[src/rtl/smd_pkg.sv]
package smd_pkg;
   typedef enum logic [1:0] {
      ST_IDLE = 2'd0,
      ST_ITER = 2'd1,
      ST_POST = 2'd2
   } smd_state_t;
endpackage

[src/rtl/smd_sign_prep.sv]
// Setup stage: converts operands to magnitudes, records result signs and
// performs the early divide-overflow comparison.
module smd_sign_prep #(
   parameter int W = 16
) (
   input  logic         is_div,
   input  logic [W-1:0] a,
   input  logic [W-1:0] b,
   input  logic [W-1:0] opnd,
   output logic [W-1:0] hi0,
   output logic [W-1:0] lo0,
   output logic [W-1:0] mag_op,
   output logic         neg_q,
   output logic         neg_r,
   output logic         pre_ovf
);
   logic [W-1:0] a_mag;
   logic [W-1:0] lo_neg;
   logic [W-1:0] hi_neg;
   logic [W-1:0] d_hi;
   logic [W-1:0] d_lo;

   always_comb begin
      a_mag  = a[W-1] ? (~a + W'(1)) : a;
      mag_op = opnd[W-1] ? (~opnd + W'(1)) : opnd;
      // double-word negate: low word negated, high word complemented and
      // bumped only when the negated low word is zero
      lo_neg = ~a + W'(1);
      hi_neg = ~b + W'(lo_neg == '0);
      d_hi   = b[W-1] ? hi_neg : b;
      d_lo   = b[W-1] ? lo_neg : a;
      if (is_div) begin
         hi0     = d_hi;
         lo0     = d_lo;
         neg_q   = b[W-1] ^ opnd[W-1];
         neg_r   = b[W-1];
         pre_ovf = (d_hi >= mag_op);
      end else begin
         hi0     = '0;
         lo0     = a_mag;
         neg_q   = a[W-1] ^ opnd[W-1];
         neg_r   = 1'b0;
         pre_ovf = 1'b0;
      end
   end
endmodule

[src/rtl/smd_mul_step.sv]
// One shift/add step: {hi,lo} holds partial product over remaining multiplier bits.
module smd_mul_step #(
   parameter int W = 16
) (
   input  logic [W-1:0] hi,
   input  logic [W-1:0] lo,
   input  logic [W-1:0] m,
   output logic [W-1:0] hi_n,
   output logic [W-1:0] lo_n
);
   logic [W:0] sum;

   always_comb begin
      sum  = {1'b0, hi} + (lo[0] ? {1'b0, m} : '0);
      hi_n = sum[W:1];
      lo_n = {sum[0], lo[W-1:1]};
   end
endmodule

[src/rtl/smd_div_step.sv]
// One restoring step: hi is the partial remainder, lo shifts dividend bits out
// and quotient bits in.
module smd_div_step #(
   parameter int W = 16
) (
   input  logic [W-1:0] hi,
   input  logic [W-1:0] lo,
   input  logic [W-1:0] m,
   output logic [W-1:0] hi_n,
   output logic [W-1:0] lo_n
);
   logic [W:0] trial;
   logic [W:0] diff;
   logic       fits;

   always_comb begin
      trial = {hi, lo[W-1]};
      diff  = trial - {1'b0, m};
      fits  = (trial >= {1'b0, m});
      hi_n  = fits ? diff[W-1:0] : trial[W-1:0];
      lo_n  = {lo[W-2:0], fits};
   end
endmodule

[src/rtl/smd_fixup.sv]
// Final stage: applies signs and the post-sign quotient overflow rule.
module smd_fixup #(
   parameter int W = 16
) (
   input  logic         is_div,
   input  logic         pre_ovf,
   input  logic         neg_q,
   input  logic         neg_r,
   input  logic [W-1:0] hi,
   input  logic [W-1:0] lo,
   output logic [W-1:0] a_res,
   output logic [W-1:0] b_res,
   output logic         ovf_res
);
   localparam int DW = 2 * W;

   logic [DW-1:0] prod;
   logic [W-1:0]  quo;

   always_comb begin
      prod    = neg_q ? (~{hi, lo} + DW'(1)) : {hi, lo};
      quo     = (neg_q && lo != '0) ? (~lo + W'(1)) : lo;
      a_res   = '0;
      b_res   = '0;
      ovf_res = 1'b0;
      if (!is_div) begin
         a_res = prod[W-1:0];
         b_res = prod[DW-1:W];
      end else if (pre_ovf) begin
         a_res   = lo;
         b_res   = hi;
         ovf_res = 1'b1;
      end else begin
         a_res   = quo;
         b_res   = neg_r ? (~hi + W'(1)) : hi;
         ovf_res = (lo != '0) && (quo[W-1] != neg_q);
      end
   end
endmodule

[src/rtl/smd_unit.sv]
module smd_unit #(
   parameter int W = 16
) (
   input  logic         clk,
   input  logic         rst_n,
   input  logic         start,
   input  logic         op_div,
   input  logic [W-1:0] a_in,
   input  logic [W-1:0] b_in,
   input  logic [W-1:0] opnd_in,
   output logic [W-1:0] a_out,
   output logic [W-1:0] b_out,
   output logic         ovf_out,
   output logic         done
);
   import smd_pkg::*;

   localparam int              CNTW = $clog2(W);
   localparam logic [CNTW-1:0] LAST = CNTW'(W - 1);

   generate
      if (W < 4) begin : g_width_check
         $error("smd_unit: W must be at least 4");
      end
   endgenerate

   smd_state_t    st;
   logic [CNTW-1:0] cnt;
   logic          div_q, negq_q, negr_q, povf_q;
   logic [W-1:0]  hi_q, lo_q, m_q;

   logic [W-1:0]  p_hi, p_lo, p_m;
   logic          p_negq, p_negr, p_povf;
   logic [W-1:0]  mu_hi, mu_lo, dv_hi, dv_lo;
   logic [W-1:0]  f_a, f_b;
   logic          f_o;

   smd_sign_prep #(.W(W)) u_prep (
      .is_div(op_div), .a(a_in), .b(b_in), .opnd(opnd_in),
      .hi0(p_hi), .lo0(p_lo), .mag_op(p_m),
      .neg_q(p_negq), .neg_r(p_negr), .pre_ovf(p_povf)
   );

   smd_mul_step #(.W(W)) u_mul (
      .hi(hi_q), .lo(lo_q), .m(m_q), .hi_n(mu_hi), .lo_n(mu_lo)
   );

   smd_div_step #(.W(W)) u_div (
      .hi(hi_q), .lo(lo_q), .m(m_q), .hi_n(dv_hi), .lo_n(dv_lo)
   );

   smd_fixup #(.W(W)) u_fix (
      .is_div(div_q), .pre_ovf(povf_q), .neg_q(negq_q), .neg_r(negr_q),
      .hi(hi_q), .lo(lo_q), .a_res(f_a), .b_res(f_b), .ovf_res(f_o)
   );

   always_ff @(posedge clk or negedge rst_n) begin
      if (!rst_n) begin
         st      <= ST_IDLE;
         cnt     <= '0;
         div_q   <= 1'b0;
         negq_q  <= 1'b0;
         negr_q  <= 1'b0;
         povf_q  <= 1'b0;
         hi_q    <= '0;
         lo_q    <= '0;
         m_q     <= '0;
         a_out   <= '0;
         b_out   <= '0;
         ovf_out <= 1'b0;
         done    <= 1'b0;
      end else begin
         done <= 1'b0;
         case (st)
            ST_IDLE: begin
               if (start) begin
                  div_q  <= op_div;
                  hi_q   <= p_hi;
                  lo_q   <= p_lo;
                  m_q    <= p_m;
                  negq_q <= p_negq;
                  negr_q <= p_negr;
                  povf_q <= p_povf;
                  cnt    <= '0;
                  st     <= ST_ITER;
               end
            end
            ST_ITER: begin
               // early-overflow divides keep the magnitudes untouched
               if (!(div_q && povf_q)) begin
                  hi_q <= div_q ? dv_hi : mu_hi;
                  lo_q <= div_q ? dv_lo : mu_lo;
               end
               cnt <= cnt + CNTW'(1);
               if (cnt == LAST) st <= ST_POST;
            end
            ST_POST: begin
               a_out   <= f_a;
               b_out   <= f_b;
               ovf_out <= f_o;
               done    <= 1'b1;
               st      <= ST_IDLE;
            end
            default: st <= ST_IDLE;
         endcase
      end
   end

   assert_done_pulse_R8: assert property (@(posedge clk) disable iff (!rst_n)
      done |=> !done);

   assert_post_gives_done_R8: assert property (@(posedge clk) disable iff (!rst_n)
      (st == ST_POST) |=> done);

   assert_mul_no_overflow_R2: assert property (@(posedge clk) disable iff (!rst_n)
      (done && !div_q) |-> !ovf_out);

   assert_zero_divisor_R4: assert property (@(posedge clk) disable iff (!rst_n)
      (st == ST_IDLE && start && op_div && opnd_in == '0) |=> povf_q);

   assert_busy_ignores_start_R9: assert property (@(posedge clk) disable iff (!rst_n)
      (st != ST_IDLE) |=> ($stable(m_q) && $stable(div_q)));
endmodule

[config.mk]
export PLATFORM = sky130hd
export DESIGN_NAME = smd_unit
export DESIGN_NICKNAME = d
export VERILOG_FILES = /design/src/rtl/smd_pkg.sv /design/src/rtl/smd_sign_prep.sv /design/src/rtl/smd_mul_step.sv /design/src/rtl/smd_div_step.sv /design/src/rtl/smd_fixup.sv /design/src/rtl/smd_unit.sv
export SDC_FILE = /design/constraint.sdc
export NUM_CORES = 1
export LEC_CHECK = 0
export ABC_AREA = 1
export BUFFER_PORTS_ARGS = -buffer_cell sky130_fd_sc_hd__buf_2
export CORE_ASPECT_RATIO = 0.6
export CORE_UTILIZATION = 54
export DETAILED_ROUTE_END_ITERATION = 16
export GPL_TIMING_DRIVEN = 0
export PLACE_DENSITY = 0.75
export SYNTH_ARGS = -nofsm -noshare
export SYNTH_HDL_FRONTEND = slang
export SYNTH_SLANG_ARGS = --single-unit
[constraint.sdc]
create_clock -name clk -period 3.5 [get_ports clk]
set_clock_uncertainty 0.15 [all_clocks]
set_input_delay 1.05 -clock clk [delete_from_list [all_inputs] [get_ports clk]]
set_output_delay 1.05 -clock clk [all_outputs]
set_load 0.02 [all_outputs]
Word level (Yosys, flattened, before mapping)
Cells that the tools add are included.

operators by class
  $add $sub $neg = 9
  order comparisons = 2
  equal/unequal tests = 7
  mux-type cells = 34
  bitwise logic cells = 8
  reduce and logical (&&, ||, !) cells = 11

operators with widths
  operator                                        count
  2-to-1 mux 16 bit                               20
  NOT 16 bit                                      5
  adder 16 x 1 -> 16 bit (second input constant)  4
  one-hot mux 16 bit (2 select lines)             2
  adder 32 x 1 -> 32 bit (second input constant)  1
  2-to-1 mux 32 bit                               1
  NOT 32 bit                                      1
  adder 16 x 16 -> 17 bit                         1
  greater-or-equal comparator 17 x 16 -> 1 bit    1
  adder 16 x 1 -> 16 bit                          1
  greater-or-equal comparator 16 bit              1
  logical NOT 16 bit                              1
  nonzero test 16 bit                             1
  subtractor 16 bit                               1
  one-hot mux 4 bit (2 select lines)              1
  2-to-1 mux 1 bit                                6
  inequality test 2 bit (second input constant)   3
  AND reduction 2 bit                             3
  adder 4 x 1 -> 4 bit (second input constant)    1
  == test 4 bit (second input constant)           1
  2-to-1 mux 2 bit                                2
  2-to-1 mux 4 bit                                1
  one-hot mux 2 bit (2 select lines)              1
  logical AND 1 bit                               3
  7 further kinds                                 8

word-level totals
  register bits after elaboration = 92
  bits of input ports = 52
  output and inout bits = 34
  logic and storage cells = 84

Longest topological paths before layout
  depth after elaboration = 8
  depth in mapped cells = 32
  mapped depth without buffers = 32

Hierarchy
Synthesis repeated with hierarchy kept, for this count alone.

unflattened totals
  cells, all modules = 1,845
  area total of the unflattened synthesis = 10,595.2 um^2

modules (own cells, without submodules)
  module         instances  cells an instance  area an instance (um^2)
  smd_unit       1          605                4,367.9
  smd_sign_prep  1          397                2,026.9
  smd_fixup      1          324                1,505.2
  smd_div_step   1          285                1,475.2
  smd_mul_step   1          234                1,219.9

Worst setup path before layout
No wires, ideal clock.

  path type = input-to-reg
  start = input port a_in[3]
  end = register povf_q
  arrival time = 4.505 ns
  required time = 3.267 ns
  path slack = -1.238 ns
  stages = 27
  path buffers = 0
  path through = nor4_1 -> nand4_1 -> nor2_1 -> inv_1 -> nor3_1 -> ha_1 -> nand3_1 -> nor2_1 -> nand2_1 -> nor3_1 -> nand4_1 -> nor2_1 -> ha_1 -> ha_1 -> inv_1 -> nor2_1 -> nand3_1 -> nor3_1 -> a21oi_1 -> xor2_1 -> ha_1 -> nand2_1 -> nor3_1 -> nand3_1 -> nand3_1 -> nand3_1 -> o21ai_0

on the way
  longest elaborated chain between the ends = 7

ends and longest elaborated chain
  element                             line                 source
  from (decl)                         smd_unit.sv:8        input logic [W-1:0] a_in,
  NOT 16 bit                          smd_sign_prep.sv:28  lo_neg = ~a + W'(1);
  adder 16 x 1 -> 16 bit              smd_sign_prep.sv:28
  logical NOT 16 bit                  smd_sign_prep.sv:29  hi_neg = ~b + W'(lo_neg == '0);
  adder 16 x 1 -> 16 bit              smd_sign_prep.sv:29
  2-to-1 mux 16 bit                   smd_sign_prep.sv:30  d_hi = b[W-1] ? hi_neg : b;
  greater-or-equal comparator 16 bit  smd_sign_prep.sv:37  pre_ovf = (d_hi >= mag_op);
  2-to-1 mux 1 bit                    smd_sign_prep.sv:32  if (is_div) begin
  to (signal assigned)                smd_unit.sv:83       povf_q <= p_povf;
  to (decl)                           smd_unit.sv:29       logic div_q, negq_q, negr_q, povf_q;

No other way between the ends.
A chain may end at the register's enable or synchronous reset.

Final worst setup path
  start = input port a_in[4]
  end = register povf_q

The elaborated chain is that of the path after synthesis.

==> results.env <==
CTS_HTREE_LEVELS=3
VIA_COUNT_OF_THE_FIRST_GLOBAL_ROUTING_PASS=9016
MAXSLEWHEADROOM_PCT=43.1
CLKSLEWWORSTSETUPHOLDPATHS_NS=0.07
FILLCELLCOUNT=1604
TOTAL_POWER_DIVIDED_BY_CELL_AREA_nW_PER_UM2=1060
ROUTED_VIA_DENSITY=5.70
POSTSYNTHCELLCOUNT=1451
SYNTH_WARNINGS=0
FINAL_CELL_COUNT_NO_FILL=1798
CRIT_TYPE='input port to register'
POWER_W=0.0114
MAX_CAP_VIOLATIONS=0
MAX-CLOCK-PATH-BUFFERS=2
GRT_SETUP_UNREPAIRED='true'
TOTAL_VIA_COUNT_IN_THE_ROUTED_DESIGN=10200
FP.COREAREA_UM2=16400
RRSETUPSLACK_NS=0.60
PLACED_AREA_UM2=9950
DIEHEIGHT_UM=103
GRT_ANTENNA_BEFORE_REPAIR=0
ACHIEVABLE-FREQUENCY_MHz=208
WORST_HOLD_PATH_TYPE='register to register'
STATUS='complete, but fails checks'
DETAIL_ROUTE.ITER0.VIOLATIONS=1140
WIRE_PER_INST_UM=18.2
CTS_MADE_BUFFERS=9
DIEWIDTH_UM=170
YS_SEQ_ELEMENTS=92
CRITICAL_PATH.MAX_FANOUT=3
FIN_WORST_HOLD_SLACK_NS=0.324
WORSTREG2REGEND='hi_q[9]$_DFFE_PN0P_'
DETAILEDROUTE.FIRSTPASSITERATIONCOUNT=5
CP.ARRIVAL_NS=4.88
DRT.ANTENNA.VIOLATING_NETS=0
FIN_CRIT_SH_PCT=137
GP_CONGESTION=1.02
SYNTHARSTFLOPSHARE_PCT=100
FLOORPLAN.ROWS=36
NETLIST_AREA_UM2=9150
IO_BUFFERS=84
NUMBER_OF_CELLS_IN_THE_DESIGN_AFTER_PLACEMENT=1764
CP-STARTPOINT='a_in[4]'
SYN2LAYOUT_AREA_GROWTH_PCT=16.9
GRT_FIRST_PASS_WIRELENGTH_MM=50.4
GRT_UTIL_ALL_LAYERS_PCT=38.5
FF2FF_PATH_DEPTH=14
WORST_SLEW_PIN_SLEW_NS=0.853
VDD.IR_DROP.WORST_uV=362
NUMBER_OF_ENABLE_FLIP_FLOP_CELLS_AFTER_SYNTHESIS=0
TIMING.CRITICAL_PATH.TO_TYPE='register'
YS_SEQ_AREA_SHARE_PCT=25.2
MULTIINPUTGATEAREA_UM2=6200
INSERTEDDIODECOUNT=0
FINALWORSTPATHREQUIREDPERIOD_NS=4.80
WORSTHOLDSTART='b_out[7]$_DFFE_PN0P_'
VIOLATIONS='setup timing'
CTS_NUM_SINKS=92
FINALMAXSLEWVIOLATIONS=0
WORST_HOLD_PATH.NUM_CELLS=2
SYNTHDISTINCTLIBCELLS=49
DP_HPWL_MM=26.0
CLOCK-ROOT-BUFFER='clkbuf_16'
SETUP_VIOLATIONS=16
CRIT_REQUIRED_NS=3.58
SYN-NUM-NETS=1561
HOLD_PATH_END='b_out[7]$_DFFE_PN0P_'
CRIT-REG2REG-LAUNCH='lo_q[0]$_DFFE_PN0P_'
TRITONCTS='built'
CRIT_PATH_START_KIND='input port'
FLOORPLAN.INITIALDENSITY_PCT=55.8
GRT_START_MAX_NET_PINS=52
CTSHOLDBUFFERS=0
DRIVE_GT1_SHARE_PCT=14.8
POSTLAYOUTCELLAREA_UM2=10700
POST_SYNTHESIS_AVERAGE_CELL_AREA_UM2=6.31
FLOORPLAN.DIE_AREA_UM2=17500
P_LEAK_nW=5.54
AREA.SEQUENTIAL_UM2=2300
GRT_OVERFLOW=0
IO_PINS=86
FINALHOLDVIOLCOUNT=0
POSTLAYOUTSETUPSLACKWORST_NS=-1.30
CLOCK_INSERTION_DELAY_WORST_SKEW_NS=0.36
FINAL_NET_COUNT=1675
POST_ROUTE_WL_MM=32.8
DETAIL_ROUTE.DRC_VIOLATIONS=0
SYNTH_FLOP_CELL='dfrtp_1'
[how the worst max path moves through the flow]
stage | cells past startpoint | slack [ns] | endpoint
floorplan | 30 | -1.01 | povf_q$_DFFE_PN0P_
global placement | 29 | -2.04 | povf_q$_DFFE_PN0P_
detailed placement | 27 | -2.09 | povf_q$_DFFE_PN0P_
CTS | 31 | -1.21 | povf_q$_DFFE_PN0P_
global route | 29 | -1.55 | povf_q$_DFFE_PN0P_
finish | 28 | -1.30 | povf_q$_DFFE_PN0P_
[cell usage after synthesis (5+ instances only)]
cell type,number,share of area (%)
a21oi_1,103,5.6
a31oi_1,13,0.89
buf_2,11,0.60
clkbuf_1,26,1.1
dfrtp_1,92,25
ha_1,56,7.7
inv_1,198,8.1
inv_2,8,0.33
nand2_1,382,16
nand2_4,5,0.62
nand3_1,118,6.5
nand3_2,5,0.55
nand3b_1,6,0.49
nand4_1,13,0.89
nor2_1,155,6.4
nor2_4,5,0.62
nor3_1,15,0.82
o211ai_1,16,1.3
o21ai_0,94,5.1
o21ai_1,8,0.44
o21bai_1,11,0.90
xnor2_1,10,0.96
xor2_1,50,4.8
[final cells by class]
type,count,area share (%)
inverter,210,7.49
timing repair buffer,103,5.66
clock inverter,7,0.761
multi-input combinational,1106,58.0
sequential,92,21.5
tap,228,2.67
clock buffer,9,2.11
buffer,43,1.78
[where the power goes]
part	internal [W]	switching [W]	total, W
registers	0.00159	0.000720	0.00231
logic	0.00264	0.00543	0.00806
clock network	0.000510	0.000502	0.00101
[per-layer routing]
metal | global-route usage (%) | vias up | routed length, um
met4 | 7.00 | 0 | 371
met1 | 58.7 | 4642 | 15700
met2 | 50.0 | 632 | 11800
li1 | - | 4929 | -
met5 | 0 | - | 0
met3 | 14.8 | 38 | 4930
[kinds of logic after synthesis]
family,count (synthesis),share of synthesized area (%)
DFF,92,25.2
AOI/OAI and AO/OA,267,16.3
adders and majority gates,58,8.10
and+or+nand+nor,721,33.9
buffers and inverters,253,10.8
xor gates and xnor gates,60,5.74
[stage by stage]
| step | setup slack (ns) | util, % | setup TNS [ns] |
|---|---|---|---|
| 6_report | -1.30 | 65.2 | -7.63 |
| 3_5_place_dp | -2.09 | 60.7 | -16.17 |
| 2_1_floorplan | -1.01 | - | -4.11 |
| 4_1_cts | -1.21 | 64.4 | -5.72 |
| 3_3_place_gp | -2.04 | 60.5 | -16.03 |
| 5_1_grt | -1.55 | 65.2 | -11.39 |
[cell usage in the layout (no fill, tap or decap), types with 11 or more instances in the layout]
cell,Yosys,layout
a21oi_2,1,11
nor2_1,155,150
ha_1,56,54
buf_2,11,92
clkbuf_1,26,26
a21oi_1,103,89
nand3_1,118,110
o21ai_0,94,92
a31oi_1,13,13
o211ai_1,16,16
inv_1,198,189
o21bai_1,11,11
nand2_1,382,374
nand3_2,5,12
dfrtp_1,92,92
buf_4,0,19
nand4_1,13,13
inv_2,8,16
xor2_1,50,45
[critical path: stages]
cell,delay (ns)
buf_8,0.10
nor4_4,0.30
nand4_1,0.18
nor2_2,0.17
inv_2,0.06
nor3_2,0.10
ha_1,0.19
nand3_1,0.08
nor2_1,0.11
nand2_1,0.07
nor3_2,0.12
nand4_1,0.14
nor2_1,0.13
ha_2,0.22
ha_4,0.15
inv_4,0.04
nor2_4,0.12
nand3_4,0.11
nor3_4,0.17
a21oi_1,0.10
xor2_1,0.19
ha_1,0.26
nand2_1,0.12
o21ai_0,0.13
a21oi_2,0.20
nand3_2,0.11
nand3_2,0.11
o21ai_1,0.07
[registers in the layout, indices dropped and copies added (netlist names)]
signal / flops
a_out: 16
b_out: 16
cnt: 4
div_q: 1
done: 1
hi_q: 16
lo_q: 16
m_q: 16
negq_q: 1
negr_q: 1
ovf_out: 1
povf_q: 1
st: 2
[what timing repair did]
item                                    CTS  global route
pin swaps                                27            29
resized for setup                        47            26
gates cloned                              0             0
buffers inserted                         15             5
endpoints found under the setup margin   17            17
(Power assumes the default switching activity.)
